<file path="config.mk">
export PLATFORM = sky130hd
export DESIGN_NAME = rdiv_top
export DESIGN_NICKNAME = d
export VERILOG_FILES = /design/src/rtl/rdiv_pkg.sv /design/src/rtl/rdiv_cfg.sv /design/src/rtl/rdiv_count.sv /design/src/rtl/rdiv_phase.sv /design/src/rtl/rdiv_top.sv
export SDC_FILE = /design/constraint.sdc
export NUM_CORES = 1
export LEC_CHECK = 0
export ABC_AREA = 0
export BUFFER_PORTS_ARGS = -buffer_cell sky130_fd_sc_hd__buf_2
export CAP_MARGIN = 20
export CORE_MARGIN = 3
export CORE_UTILIZATION = 45
export DETAILED_ROUTE_END_ITERATION = 10
export GPL_TIMING_DRIVEN = 0
export HOLD_SLACK_MARGIN = 0.1
export PLACE_DENSITY = 0.76
export RECOVER_POWER = 25
export SYNTH_ARGS = -nofsm -noshare
export SYNTH_HDL_FRONTEND = slang
export SYNTH_SLANG_ARGS = --single-unit
</file>
<file path="constraint.sdc">
create_clock -name clk -period 3.1 [get_ports clk]
set_input_delay 0.62 -clock clk [delete_from_list [all_inputs] [get_ports clk]]
set_output_delay 0.62 -clock clk [all_outputs]
set_load 0.03 [all_outputs]
</file>
<file path="src/rtl/rdiv_pkg.sv">
package rdiv_pkg;
  localparam int CODE_W = 12;
  localparam logic [CODE_W-1:0] DIV_BASE = 12'hAA0;
  localparam logic [7:0]        PH_GUARD = 8'hAA;
  localparam int RATIO_RST  = 16;
  localparam int RATIO_BAD  = 31;
  localparam int RATIO_ZERO = 32;

  typedef struct packed {
    logic       en;
    logic       inv;
    logic [1:0] shift;
  } ph_cfg_t;
endpackage

</file>
<file path="src/rtl/rdiv_cfg.sv">
module rdiv_cfg
  import rdiv_pkg::*;
#(
  parameter int RATIO_W = 6,
  parameter int SHIFT_W = 2
) (
  input  logic               clk,
  input  logic               rst,
  input  logic               div_we,
  input  logic [CODE_W-1:0]  div_wdata,
  input  logic               ph_we,
  input  logic [CODE_W-1:0]  ph_wdata,
  output logic [RATIO_W-1:0] ratio_o,
  output logic               load_o,
  output logic               en_o,
  output logic               inv_o,
  output logic [SHIFT_W-1:0] shift_o,
  output logic               bad_o
);
  localparam int SEL_W = RATIO_W - 1;

  logic [RATIO_W-1:0] ratio_q, ratio_new;
  logic               div_ok, ph_ok, clash, bad_d;
  logic               en_q, inv_q, en_new, inv_new;
  logic [SHIFT_W-1:0] shift_q, shift_new, shift_next;
  logic [SEL_W-1:0]   code;

  assign code   = div_wdata[SEL_W-1:0];
  assign div_ok = (div_wdata[CODE_W-1:SEL_W] == DIV_BASE[CODE_W-1:SEL_W]);
  assign ph_ok  = (ph_wdata[CODE_W-1:4] == PH_GUARD);

  always_comb begin
    if (!div_ok)         ratio_new = RATIO_W'(RATIO_BAD);
    else if (code == '0) ratio_new = RATIO_W'(RATIO_ZERO);
    else                 ratio_new = RATIO_W'(code);
    en_new    = ph_ok ? ph_wdata[3] : 1'b1;
    inv_new   = ph_ok ? ph_wdata[2] : 1'b0;
    shift_new = ph_ok ? ph_wdata[SHIFT_W-1:0] : '0;
    shift_next = ph_we ? shift_new : shift_q;
    clash = div_we && div_ok && (ratio_new == RATIO_W'(1)) && (shift_next != '0);
    bad_d = (div_we && !div_ok) || (ph_we && !ph_ok) || clash;
  end

  always_ff @(posedge clk) begin
    if (rst) begin
      ratio_q <= RATIO_W'(RATIO_RST);
      load_o  <= 1'b0;
      en_q    <= 1'b1;
      inv_q   <= 1'b0;
      shift_q <= '0;
      bad_o   <= 1'b0;
    end else begin
      load_o <= div_we;
      bad_o  <= bad_d;
      if (div_we) ratio_q <= ratio_new;
      if (ph_we) begin
        en_q    <= en_new;
        inv_q   <= inv_new;
        shift_q <= shift_new;
      end
    end
  end

  assign ratio_o = ratio_q;
  assign en_o    = en_q;
  assign inv_o   = inv_q && (ratio_q != RATIO_W'(1));
  assign shift_o = (ratio_q == RATIO_W'(1)) ? '0 : shift_q;

  p_ratio_range_r2: assert property (@(posedge clk) disable iff (rst)
    (ratio_q != '0) && (ratio_q <= RATIO_W'(RATIO_ZERO)));
  p_bad_cause_r10: assert property (@(posedge clk) disable iff (rst)
    bad_o |-> $past(div_we || ph_we));
endmodule

</file>
<file path="src/rtl/rdiv_count.sv">
module rdiv_count #(
  parameter int RATIO_W = 6,
  parameter int CNT_W   = RATIO_W - 1
) (
  input  logic               clk,
  input  logic               rst,
  input  logic [RATIO_W-1:0] ratio_i,
  input  logic               load_i,
  output logic               tap0_o,
  output logic               div_o,
  output logic               running_o
);
  logic [CNT_W-1:0]   cnt, cur;
  logic [RATIO_W-1:0] hi, cur_w;
  logic               wrap;

  assign cur    = load_i ? '0 : cnt;
  assign cur_w  = RATIO_W'(cur);
  assign hi     = (ratio_i + RATIO_W'(1)) >> 1;
  assign wrap   = (cur_w == ratio_i - RATIO_W'(1));
  assign tap0_o = (cur_w < hi);

  always_ff @(posedge clk) begin
    if (rst) begin
      cnt       <= '0;
      div_o     <= 1'b0;
      running_o <= 1'b0;
    end else begin
      cnt   <= wrap ? '0 : cur + CNT_W'(1);
      div_o <= tap0_o;
      if (div_o) running_o <= 1'b1;
    end
  end

  p_cnt_bound_r2: assert property (@(posedge clk) disable iff (rst)
    !load_i |-> (RATIO_W'(cnt) < ratio_i));
  p_run_sticky_r9: assert property (@(posedge clk) disable iff (rst)
    running_o |=> running_o);
endmodule

</file>
<file path="src/rtl/rdiv_phase.sv">
module rdiv_phase #(
  parameter int SHIFT_W = 2,
  parameter int NTAP    = 2 ** SHIFT_W
) (
  input  logic               clk,
  input  logic               rst,
  input  logic               tap0_i,
  input  logic               div_i,
  input  logic               en_i,
  input  logic               inv_i,
  input  logic [SHIFT_W-1:0] shift_i,
  output logic               phase_o
);
  logic [NTAP-1:1] line;
  logic [NTAP-1:0] taps;

  assign line[1] = div_i;
  for (genvar k = 2; k < NTAP; k++) begin : g_dly
    always_ff @(posedge clk) begin
      if (rst) line[k] <= 1'b0;
      else     line[k] <= line[k-1];
    end
  end

  assign taps = {line, tap0_i};

  always_ff @(posedge clk) begin
    if (rst) phase_o <= 1'b0;
    else     phase_o <= en_i ? (taps[shift_i] ^ inv_i) : 1'b0;
  end

  p_off_low_r5: assert property (@(posedge clk) disable iff (rst)
    !en_i |=> !phase_o);
endmodule

</file>
<file path="src/rtl/rdiv_top.sv">
module rdiv_top
  import rdiv_pkg::*;
#(
  parameter int RATIO_W = 6,
  parameter int SHIFT_W = 2
) (
  input  logic              clk,
  input  logic              rst,
  input  logic              div_we,
  input  logic [CODE_W-1:0] div_wdata,
  input  logic              ph_we,
  input  logic [CODE_W-1:0] ph_wdata,
  output logic              div_o,
  output logic              phase_o,
  output logic              running_o,
  output logic              bad_o
);
  logic [RATIO_W-1:0] ratio;
  logic               load, en, inv, tap0;
  logic [SHIFT_W-1:0] shift;

  rdiv_cfg #(.RATIO_W(RATIO_W), .SHIFT_W(SHIFT_W)) u_cfg (
    .clk(clk), .rst(rst), .div_we(div_we), .div_wdata(div_wdata),
    .ph_we(ph_we), .ph_wdata(ph_wdata), .ratio_o(ratio), .load_o(load),
    .en_o(en), .inv_o(inv), .shift_o(shift), .bad_o(bad_o));

  rdiv_count #(.RATIO_W(RATIO_W)) u_count (
    .clk(clk), .rst(rst), .ratio_i(ratio), .load_i(load),
    .tap0_o(tap0), .div_o(div_o), .running_o(running_o));

  rdiv_phase #(.SHIFT_W(SHIFT_W)) u_phase (
    .clk(clk), .rst(rst), .tap0_i(tap0), .div_i(div_o), .en_i(en),
    .inv_i(inv), .shift_i(shift), .phase_o(phase_o));
endmodule

</file>
==> results of run 1 <==
## kinds of logic after synthesis
| logic type | after synthesis |
|---|---|
| AOI/OAI and AO/OA | 20 |
| xor gates and xnor gates | 14 |
| adders and majority gates | 8 |
| buffers and inverters | 12 |
| DFF | 22 |
| muxes | 5 |
| and+or+nand+nor | 66 |
## power by group through the flow
stage	combinational [mW]	sequential (mW)	clock [mW]
after global routing	0.128	0.315	0.234
after floorplan	0.0736	0.322	0
final	0.114	0.312	0.218
after detailed placement	0.116	0.318	0
after CTS	0.116	0.312	0.223
after global placement	0.110	0.317	0
## per-layer routing
layer / up-vias / track usage / share of wire
met4: 0 / 0.0538 / 0.013
met5: - / 0 / 0
met2: 23 / 0.306 / 0.50
met3: 4 / 0.0383 / 0.037
met1: 534 / 0.200 / 0.45
li1: 587 / - / -
## path summary, 6_finish.rpt
kind	cells after the start	slack [ns]	to	startpoint
max	8	0.73	u_phase.phase_o$_SDFF_PP0_	u_cfg.ratio_o[0]$_SDFFE_PP0P_
min	1	0.48	u_phase.line[3]$_SDFF_PP0_	u_phase.line[2]$_SDFF_PP0_
max reg2reg	8	0.73	u_phase.phase_o$_SDFF_PP0_	u_cfg.ratio_o[0]$_SDFFE_PP0P_
min reg2reg	1	0.48	u_phase.line[3]$_SDFF_PP0_	u_phase.line[2]$_SDFF_PP0_
## flip-flops by register name, indices dropped and copies added, names as in the netlist, 2 cells and up
register       cells
u_cfg.shift_q      2
u_cfg.ratio_o      6
u_phase.line       2
u_count.cnt        5
## cells in the final DEF, fill, tap and decap left out, types with 3 or more instances in the layout
master and n:
buf_2 29, nor2_1 23, dfxtp_1 22, xor2_1 9, ha_1 8, nand3_1 6, nor2b_1 5, inv_1 5
clkbuf_1 5, mux2i_1 5, nor3_1 5, nand2_1 5, xnor2_1 4, a211oi_1 4, a21oi_1 4, o21ai_0 3
nand2b_1 3, clkbuf_4 3
## cell type report
type	count	area, sq um
multi-input cells	113	825
well taps	31	38.8
clock inverters	1	30.0
flip-flops and latches	22	440
clock buffers	3	22.5
fillers	258	1230
plain buffers	7	35.0
repair buffers	29	145
inverters	5	18.8
## worst max-delay path: stages, from the launching register on
cell	delay, ns
dfxtp_1	0.38
clkbuf_2	0.21
nand3_1	0.11
xor2_1	0.16
ha_1	0.30
a2111oi_0	0.38
a21oi_1	0.18
o311a_1	0.38
and4b_1	0.18
## through the flow
| stage | instance area, sq um | hold slack, ns | setup WS, ns | cells |
|---|---|---|---|---|
| after floorplan | 1330 | 0.438 | 0.932 | 147 |
| after global placement | 1510 | 0.449 | 0.765 | 207 |
| after detailed placement | 1510 | 0.454 | 0.747 | 207 |
| after CTS | 1570 | 0.482 | 0.707 | 211 |
| after global routing | 1560 | 0.504 | 0.482 | 211 |
| final | 1560 | 0.482 | 0.735 | 211 |
==> results.py, run 1 <==
metrics = {
    "yosys": {
        "avgSynthCellArea_sq_um": 9.04,
        "yosysMostFrequentCell": "nor2_1",
        "synth_edf_count": 0,
        "ys.flop_type": "dfxtp_1",
        "synth_compound_area_frac": 0.101,
        "synth.top_cell.area_share": 0.331,
        "synth_top_family_by_area": "simple AND/OR/NAND/NOR gates",
        "yosysTopAreaCell": "dfxtp_1",
        "synthCells": 147,
        "synthTopCellsByArea": "dfxtp_1 33%, ha_1 7.5%, nor2_1 6.5%",
        "synth_warnings": 0,
        "syn_area_sq_mm": 0.00133,
        "synthArstFlopShare": 0,
        "synthSimpleGateAreaFrac": 0.303,
        "yosysSeqAreaShare": 0.331,
        "synthTopCellsByCount": "23 x nor2_1, 22 x dfxtp_1, 9 x xor2_1",
        "synth_fa_ha_area_frac": 0.0753,
        "synth-xor-area-share": 0.104,
        "synth-seq-cells": 22,
        "synth.area.mux_share": 0.0377,
        "synth.net_count": 183,
        "yosysUniqueCellTypes": 44,
    },
    "cts": {
        "h-tree-depth": 1,
        "path_clk_slew_ns": 0.12,
        "numCtsBuffers": 3,
        "clock-sinks": 22,
        "cts.path.max_buffers": 2,
        "cts_resized": 0,
        "cts_tree": "built",
        "cts-root-buf": "clkbuf_4",
        "post_cts_buffers": 0,
        "clock_latency_ns": 0.31,
        "ctsHoldBuffers": 0,
    },
    "finish": {
        "num_antenna_cells": 0,
        "syn_to_final_growth_pct": 17.0,
        "layout-drive-gt1-share": 0.244,
        "postLayoutCoreUtil": 0.559,
        "final_nets": 217,
    },
    "pwr": {
        "max-vdd-ir-drop_mv": 0.317,
        "switchingPower_mw": 0.161,
        "seqPwrFrac": 0.484,
        "clockPowerShare": 0.339,
        "p_leak_nw": 0.652,
        "switching_share": 0.250,
        "p_int_mw": 0.483,
        "power.density_mw_per_mm2": 414,
        "finalPower_mw": 0.644,
        "power_frac_comb": 0.177,
    },
    "route": {
        "drc_errors": 0,
        "drtIter0Drc": 57,
        "via_count": 1148,
        "ant_nets": 0,
        "wirelength_microns": 2700,
        "wire_per_inst_microns": 12.8,
        "dr.pass1.iters": 4,
        "drt-vias-per-instance": 5.44,
    },
    "sta": {
        "slew_headroom": 0.687,
        "worstMarginPinSlew_ns": 0.470,
        "setup_violations": 0,
        "finClkSkew_ns": 0.00397,
        "final_max_slew_viol_count": 0,
        "timing.setup.tns_ns": 0,
        "finalHoldViolCount": 0,
        "rsz0062_at_grt": "no",
        "max_freq_mhz": 423,
        "finalCriticalPeriod_ns": 2.37,
        "fin_crit_sh": 0.763,
    },
    "hold_path": {
        "hold_path.class": "reg2reg",
    },
    "grt": {
        "grt_pass1_wl_microns": 4840,
        "grt_start_max_net_pins": 14,
        "track_usage": 0.170,
        "grt_pass1_vias": 1180,
        "overflow": 0,
        "antenna_found_initial": 0,
    },
    "worst_setup_path": {
        "cp.required_ns": 3.31,
        "criticalPathCategory": "reg2reg",
        "critPathLaunchType": "flop",
        "critPathMaxFanout": 8,
        "cp.arrival_ns": 2.58,
        "cp-end-kind": "flop",
    },
    "floorplanning": {
        "start_util": 0.478,
        "die_h_microns": 60.3,
        "rows": 19,
        "core-area_sq_mm": 0.00278,
        "die_w_microns": 60.3,
        "io_pins": 32,
        "die_area_sq_mm": 0.00364,
    },
    "flow_run": {
        "cap_violations": 0,
    },
    "placed_design": {
        "place_congestion": 0.778,
        "io_buffers": 29,
        "dpl.hpwl_microns": 2180,
    },
    "outcome": {
        "status": "finished, final reports clean",
    },
}
Note: power is estimated with default switching activity, not from simulation.
==> run 2, diff against run 1 <==
--- a/config.mk
+++ b/config.mk
@@ -13,7 +13,7 @@
 export DETAILED_ROUTE_END_ITERATION = 10
 export GPL_TIMING_DRIVEN = 0
 export HOLD_SLACK_MARGIN = 0.1
-export PLACE_DENSITY = 0.76
+export PLACE_DENSITY = 0.79
 export RECOVER_POWER = 25
 export SYNTH_ARGS = -nofsm -noshare
 export SYNTH_HDL_FRONTEND = slang
==> constraint.sdc (replaced) <==
create_clock -name clk -period 1.95 [get_ports clk]
set_input_delay 0.39 -clock clk [delete_from_list [all_inputs] [get_ports clk]]
set_output_delay 0.39 -clock clk [all_outputs]
set_load 0.03 [all_outputs]
==> results.py, run 2 (synthesis results as in run 1) <==
metrics = {
    "sta": {
        "finalHoldViolCount": 0,
        "slew_headroom": 0.689,
        "rsz0062_at_grt": "yes",
        "worstMarginPinSlew_ns": 0.467,
        "fin_ws_ns": -0.111,
        "finClkSkew_ns": 0.00264,
        "finalCriticalPeriod_ns": 2.06,
        "fin_crit_sh": 1.06,
        "max_freq_mhz": 485,
        "final_max_slew_viol_count": 0,
        "setup_violations": 1,
    },
    "worst_setup_path": {
        "cp_cell_sequence": "buf_8 > nand3_2 > xor2_1 > ha_1 > a2111oi_4 > a21oi_2 > o311a_1 > and4b_1",
        "timing.rr.end": "u_phase.phase_o$_SDFF_PP0_",
        "reg2reg_slack_ns": -0.11,
        "crit_start": "u_cfg.ratio_o[0]$_SDFFE_PP0P_",
        "cp-end-kind": "flop",
        "cp.required_ns": 2.17,
        "cp.arrival_ns": 2.28,
        "cp_num_buf_inv": 1,
        "critPathMaxFanout": 8,
        "worstSetupPathDepth": 8,
        "slowest_stage": "dfxtp_4",
        "critPathLaunchType": "flop",
        "criticalPathCategory": "reg2reg",
        "rr_worst_depth": 8,
        "r2r-start": "u_cfg.ratio_o[0]$_SDFFE_PP0P_",
        "cp_top_family": "compound AO/OA/AOI/OAI gates",
        "max_stage_delay_ns": 0.40,
    },
    "grt": {
        "overflow": 0,
        "grt_start_max_net_pins": 14,
        "antenna_found_initial": 0,
        "grt_pass1_wl_microns": 4980,
        "grt_pass1_vias": 1205,
        "track_usage": 0.179,
    },
    "floorplanning": {
        "rows": 19,
        "die_area_sq_mm": 0.00364,
        "die_w_microns": 60.3,
        "io_pins": 32,
        "start_util": 0.478,
        "die_h_microns": 60.3,
        "core-area_sq_mm": 0.00278,
    },
    "pwr": {
        "power.density_mw_per_mm2": 636,
        "p_leak_nw": 0.682,
        "finalPower_mw": 1.06,
        "max-vdd-ir-drop_mv": 0.520,
    },
    "placed_design": {
        "place_congestion": 0.756,
        "place_ws_ns": -0.201,
        "io_buffers": 29,
        "dpl.hpwl_microns": 2250,
    },
    "cts": {
        "cts-root-buf": "clkbuf_4",
        "path_clk_slew_ns": 0.13,
        "clock_latency_ns": 0.31,
        "cts.path.max_buffers": 2,
        "clock-sinks": 22,
        "numCtsBuffers": 3,
        "h-tree-depth": 1,
        "cts_tree": "built",
    },
    "route": {
        "wirelength_microns": 2870,
        "drc_errors": 0,
        "wire_per_inst_microns": 13.3,
        "via_count": 1181,
        "drt-vias-per-instance": 5.49,
        "ant_nets": 0,
        "dr.pass1.iters": 4,
        "drtIter0Drc": 35,
    },
    "finish": {
        "syn_to_final_growth_pct": 24.9,
        "largest_reg_flops": 6,
        "num_antenna_cells": 0,
        "final_nets": 221,
        "layout_common_cells": "29 x buf_2, 23 x nor2_1, 19 x dfxtp_1",
        "layout-drive-gt1-share": 0.315,
        "nFillCells": 248,
        "final_common_cell": "buf_2",
    },
    "outcome": {
        "status": "complete, but fails checks",
        "violations": "negative setup slack",
    },
    "hold_path": {
        "holdPathStages": 2,
        "hold_path.class": "in2reg",
        "min_from": "ph_wdata[3]",
        "hold-path-endpoint": "u_cfg.en_o$_SDFFE_PP1P_",
    },
    "flow_run": {
        "cap_violations": 0,
    },
}
==> run 2: layer usage <==
layer  share of wire  GRT usage  up-vias
li1                -          -      592
met1            0.39      0.190      556
met2            0.56      0.353       29
met3           0.037     0.0426        4
met4           0.010     0.0380        0
met5               0          0        -
==> run 2: worst max-delay path by stage <==
stage / slack, ns / end
5_1_grt: -0.23 / u_phase.phase_o$_SDFF_PP0_
3_5_place_dp: -0.20 / u_phase.phase_o$_SDFF_PP0_
2_1_floorplan: -0.05 / u_phase.phase_o$_SDFF_PP0_
6_report: -0.11 / u_phase.phase_o$_SDFF_PP0_
4_1_cts: -0.15 / u_phase.phase_o$_SDFF_PP0_
3_3_place_gp: -0.17 / u_phase.phase_o$_SDFF_PP0_
==> run 2: final cells by class <==
cell class	instances	area (sq um)	area share
buffer	7	45.0	0.0271
clock buffer	3	22.5	0.0136
clock inverter	1	30.0	0.0181
inverter	5	18.8	0.0113
multi-input combinational	113	880	0.530
sequential	22	449	0.271
tap	31	38.8	0.0234
timing repair buffer	33	175	0.106
==> run 2: stage by stage <==
| stage | hold WS [ns] | utilization | cells | setup TNS [ns] | area, sq um |
|---|---|---|---|---|---|
| after global placement | 0.449 | 0.556 | 207 | -0.257 | 1550 |
| after detailed placement | 0.467 | 0.556 | 207 | -0.568 | 1550 |
| after global routing | 0.281 | 0.596 | 215 | -0.511 | 1660 |
| after floorplan | 0.438 | - | 147 | -0.0471 | 1360 |
| after CTS | 0.283 | 0.593 | 213 | -0.147 | 1650 |
| final | 0.284 | 0.596 | 215 | -0.111 | 1660 |
==> run 2: what timing repair did <==
| action | in CTS | in global routing |
|---|---|---|
| pin swaps | 2 | 2 |
| endpoints found under the setup margin | 6 | 6 |
| hold buffers | 0 | 0 |
| resized for setup | 5 | 5 |
| setup buffers | 2 | 2 |
| gates cloned | 0 | 0 |
| endpoints found under the hold margin | 0 | 0 |
==> run 2: where the power goes <==
group / total [mW] / switching (mW) / internal (mW)
registers: 0.498 / 0.0258 / 0.472
logic: 0.203 / 0.100 / 0.103
clock network: 0.354 / 0.146 / 0.208
==> run 2: worst register-to-register path, delay by kind of cell, from the launching register on <==
| family | cells | cell delay, ns |
|---|---|---|
| compound gates | 3 | 0.71 |
| xor+xnor | 1 | 0.15 |
| fa+ha+maj | 1 | 0.33 |
| buf+inv | 1 | 0.13 |
| flops | 1 | 0.40 |
| simple gates | 2 | 0.24 |
==> run 3, diff against run 2 <==
--- a/config.mk
+++ b/config.mk
@@ -13,7 +13,7 @@
 export DETAILED_ROUTE_END_ITERATION = 10
 export GPL_TIMING_DRIVEN = 0
 export HOLD_SLACK_MARGIN = 0.1
-export PLACE_DENSITY = 0.79
+export PLACE_DENSITY = 0.76
 export RECOVER_POWER = 25
 export SYNTH_ARGS = -nofsm -noshare
 export SYNTH_HDL_FRONTEND = slang
==> constraint.sdc (replaced) <==
create_clock -name clk -period 2.6 [get_ports clk]
set_input_delay 0.52 -clock clk [delete_from_list [all_inputs] [get_ports clk]]
set_output_delay 0.52 -clock clk [all_outputs]
set_load 0.03 [all_outputs]
==> results.py, run 3 (synthesis results as in run 1) <==
metrics = {
    "outcome": {
        "status": "finished, final reports clean",
    },
    "pwr": {
        "p_leak_nw": 0.652,
        "power.density_mw_per_mm2": 493,
        "max-vdd-ir-drop_mv": 0.378,
        "finalPower_mw": 0.768,
    },
    "sta": {
        "rsz0062_at_grt": "no",
        "finClkSkew_ns": 0.00397,
        "timing.setup.tns_ns": 0,
        "fin_crit_sh": 0.909,
        "max_freq_mhz": 423,
        "slew_headroom": 0.687,
        "finalHoldViolCount": 0,
        "setup_violations": 0,
        "finalCriticalPeriod_ns": 2.36,
        "worstMarginPinSlew_ns": 0.470,
        "final_max_slew_viol_count": 0,
    },
    "route": {
        "wire_per_inst_microns": 12.8,
        "drc_errors": 0,
        "drt-vias-per-instance": 5.44,
        "dr.pass1.iters": 4,
        "drtIter0Drc": 57,
        "ant_nets": 0,
        "wirelength_microns": 2700,
        "via_count": 1148,
    },
    "cts": {
        "cts-root-buf": "clkbuf_4",
        "cts.path.max_buffers": 2,
        "numCtsBuffers": 3,
        "cts_tree": "built",
        "h-tree-depth": 1,
        "path_clk_slew_ns": 0.12,
        "post_cts_buffers": 0,
        "clock-sinks": 22,
        "clock_latency_ns": 0.31,
    },
    "floorplanning": {
        "die_h_microns": 60.3,
        "core-area_sq_mm": 0.00278,
        "die_w_microns": 60.3,
        "rows": 19,
        "die_area_sq_mm": 0.00364,
        "io_pins": 32,
        "start_util": 0.478,
    },
    "finish": {
        "largest_reg_flops": 6,
        "final_common_cell": "buf_2",
        "nFillCells": 257,
        "final_nets": 217,
        "layout_common_cells": "29 x buf_2, 23 x nor2_1, 21 x dfxtp_1",
        "syn_to_final_growth_pct": 17.1,
        "num_antenna_cells": 0,
        "layout-drive-gt1-share": 0.250,
    },
    "placed_design": {
        "dpl.hpwl_microns": 2180,
        "io_buffers": 29,
        "place_congestion": 0.778,
    },
    "worst_setup_path": {
        "criticalPathCategory": "reg2reg",
        "critPathMaxFanout": 8,
        "critPathLaunchType": "flop",
        "cp.required_ns": 2.81,
        "cp-end-kind": "flop",
        "cp.arrival_ns": 2.58,
    },
    "grt": {
        "use_met3": 0.0383,
        "track_usage": 0.170,
        "grt_pass1_vias": 1180,
        "overflow": 0,
        "use_met1": 0.200,
        "busiest_layer": "met2",
        "antenna_found_initial": 0,
        "grt_pass1_wl_microns": 4840,
        "grt_start_max_net_pins": 14,
        "gr-usage-met2": 0.306,
    },
    "flow_run": {
        "cap_violations": 0,
    },
    "hold_path": {
        "hold_path.class": "in2reg",
    },
}
run 3: cell types whose count changed in the layout (fill, tap and decap cells not counted), sizes merged:
cell and delta:
clkbuf +1, buf -5
run 3: final timing paths:
kind	startpoint	end	slack [ns]	cells after the start
max	u_cfg.ratio_o[0]$_SDFFE_PP0P_	u_phase.phase_o$_SDFF_PP0_	0.24	8
min	ph_wdata[3]	u_cfg.en_o$_SDFFE_PP1P_	0.42	2
max reg2reg	u_cfg.ratio_o[0]$_SDFFE_PP0P_	u_phase.phase_o$_SDFF_PP0_	0.24	8
min reg2reg	u_phase.line[2]$_SDFF_PP0_	u_phase.line[3]$_SDFF_PP0_	0.48	1
run 3: worst max-delay path: stages, from the launching register on:
cell and delay, ns:
dfxtp_1 0.38, clkbuf_2 0.21, nand3_1 0.11, xor2_1 0.16
ha_1 0.30, a2111oi_0 0.38, a21oi_1 0.18, o311a_1 0.38
and4b_1 0.18
run 3: what timing repair did:
item                       CTS  global route
setup endpoints to repair    0             1
hold buffers                 0             0
gates resized for setup      0             1
run 3: final cells by class:
type	count	area (sq um)	area share
plain buffers	7	35.0	0.0225
clock buffers	3	22.5	0.0145
clock inverters	1	30.0	0.0193
inverters	5	18.8	0.0121
multi-input cells	113	825	0.530
flip-flops and latches	22	442	0.284
well taps	31	38.8	0.0249
repair buffers	29	145	0.0932
run 3: metrics by stage:
step                      cell area [sq um]  utilization  setup WS (ns)  hold WS, ns  std cells
after CTS                              1570        0.563          0.207        0.416        211
final                                  1560        0.560          0.237        0.417        211
after global routing                   1560        0.560        0.00119        0.423        211
after floorplan                        1330            -          0.432        0.438        147
after detailed placement               1510        0.544          0.247        0.454        207
after global placement                 1510        0.544          0.265        0.449        207
run 3: layer usage:
metal,part of all wire,wire length (microns),vias to the layer above
met1,0.45,1210,534
met5,0,0,-
met4,0.013,34,0
met2,0.50,1360,23
met3,0.037,99,4
li1,-,-,587
run 3: report_power, final:
group	switching (mW)	internal [mW]	leakage [nW]
Sequential	0.0174	0.355	0.182
Combinational	0.0698	0.0656	0.442
Clock	0.104	0.156	0.0279
Total	0.192	0.576	0.652
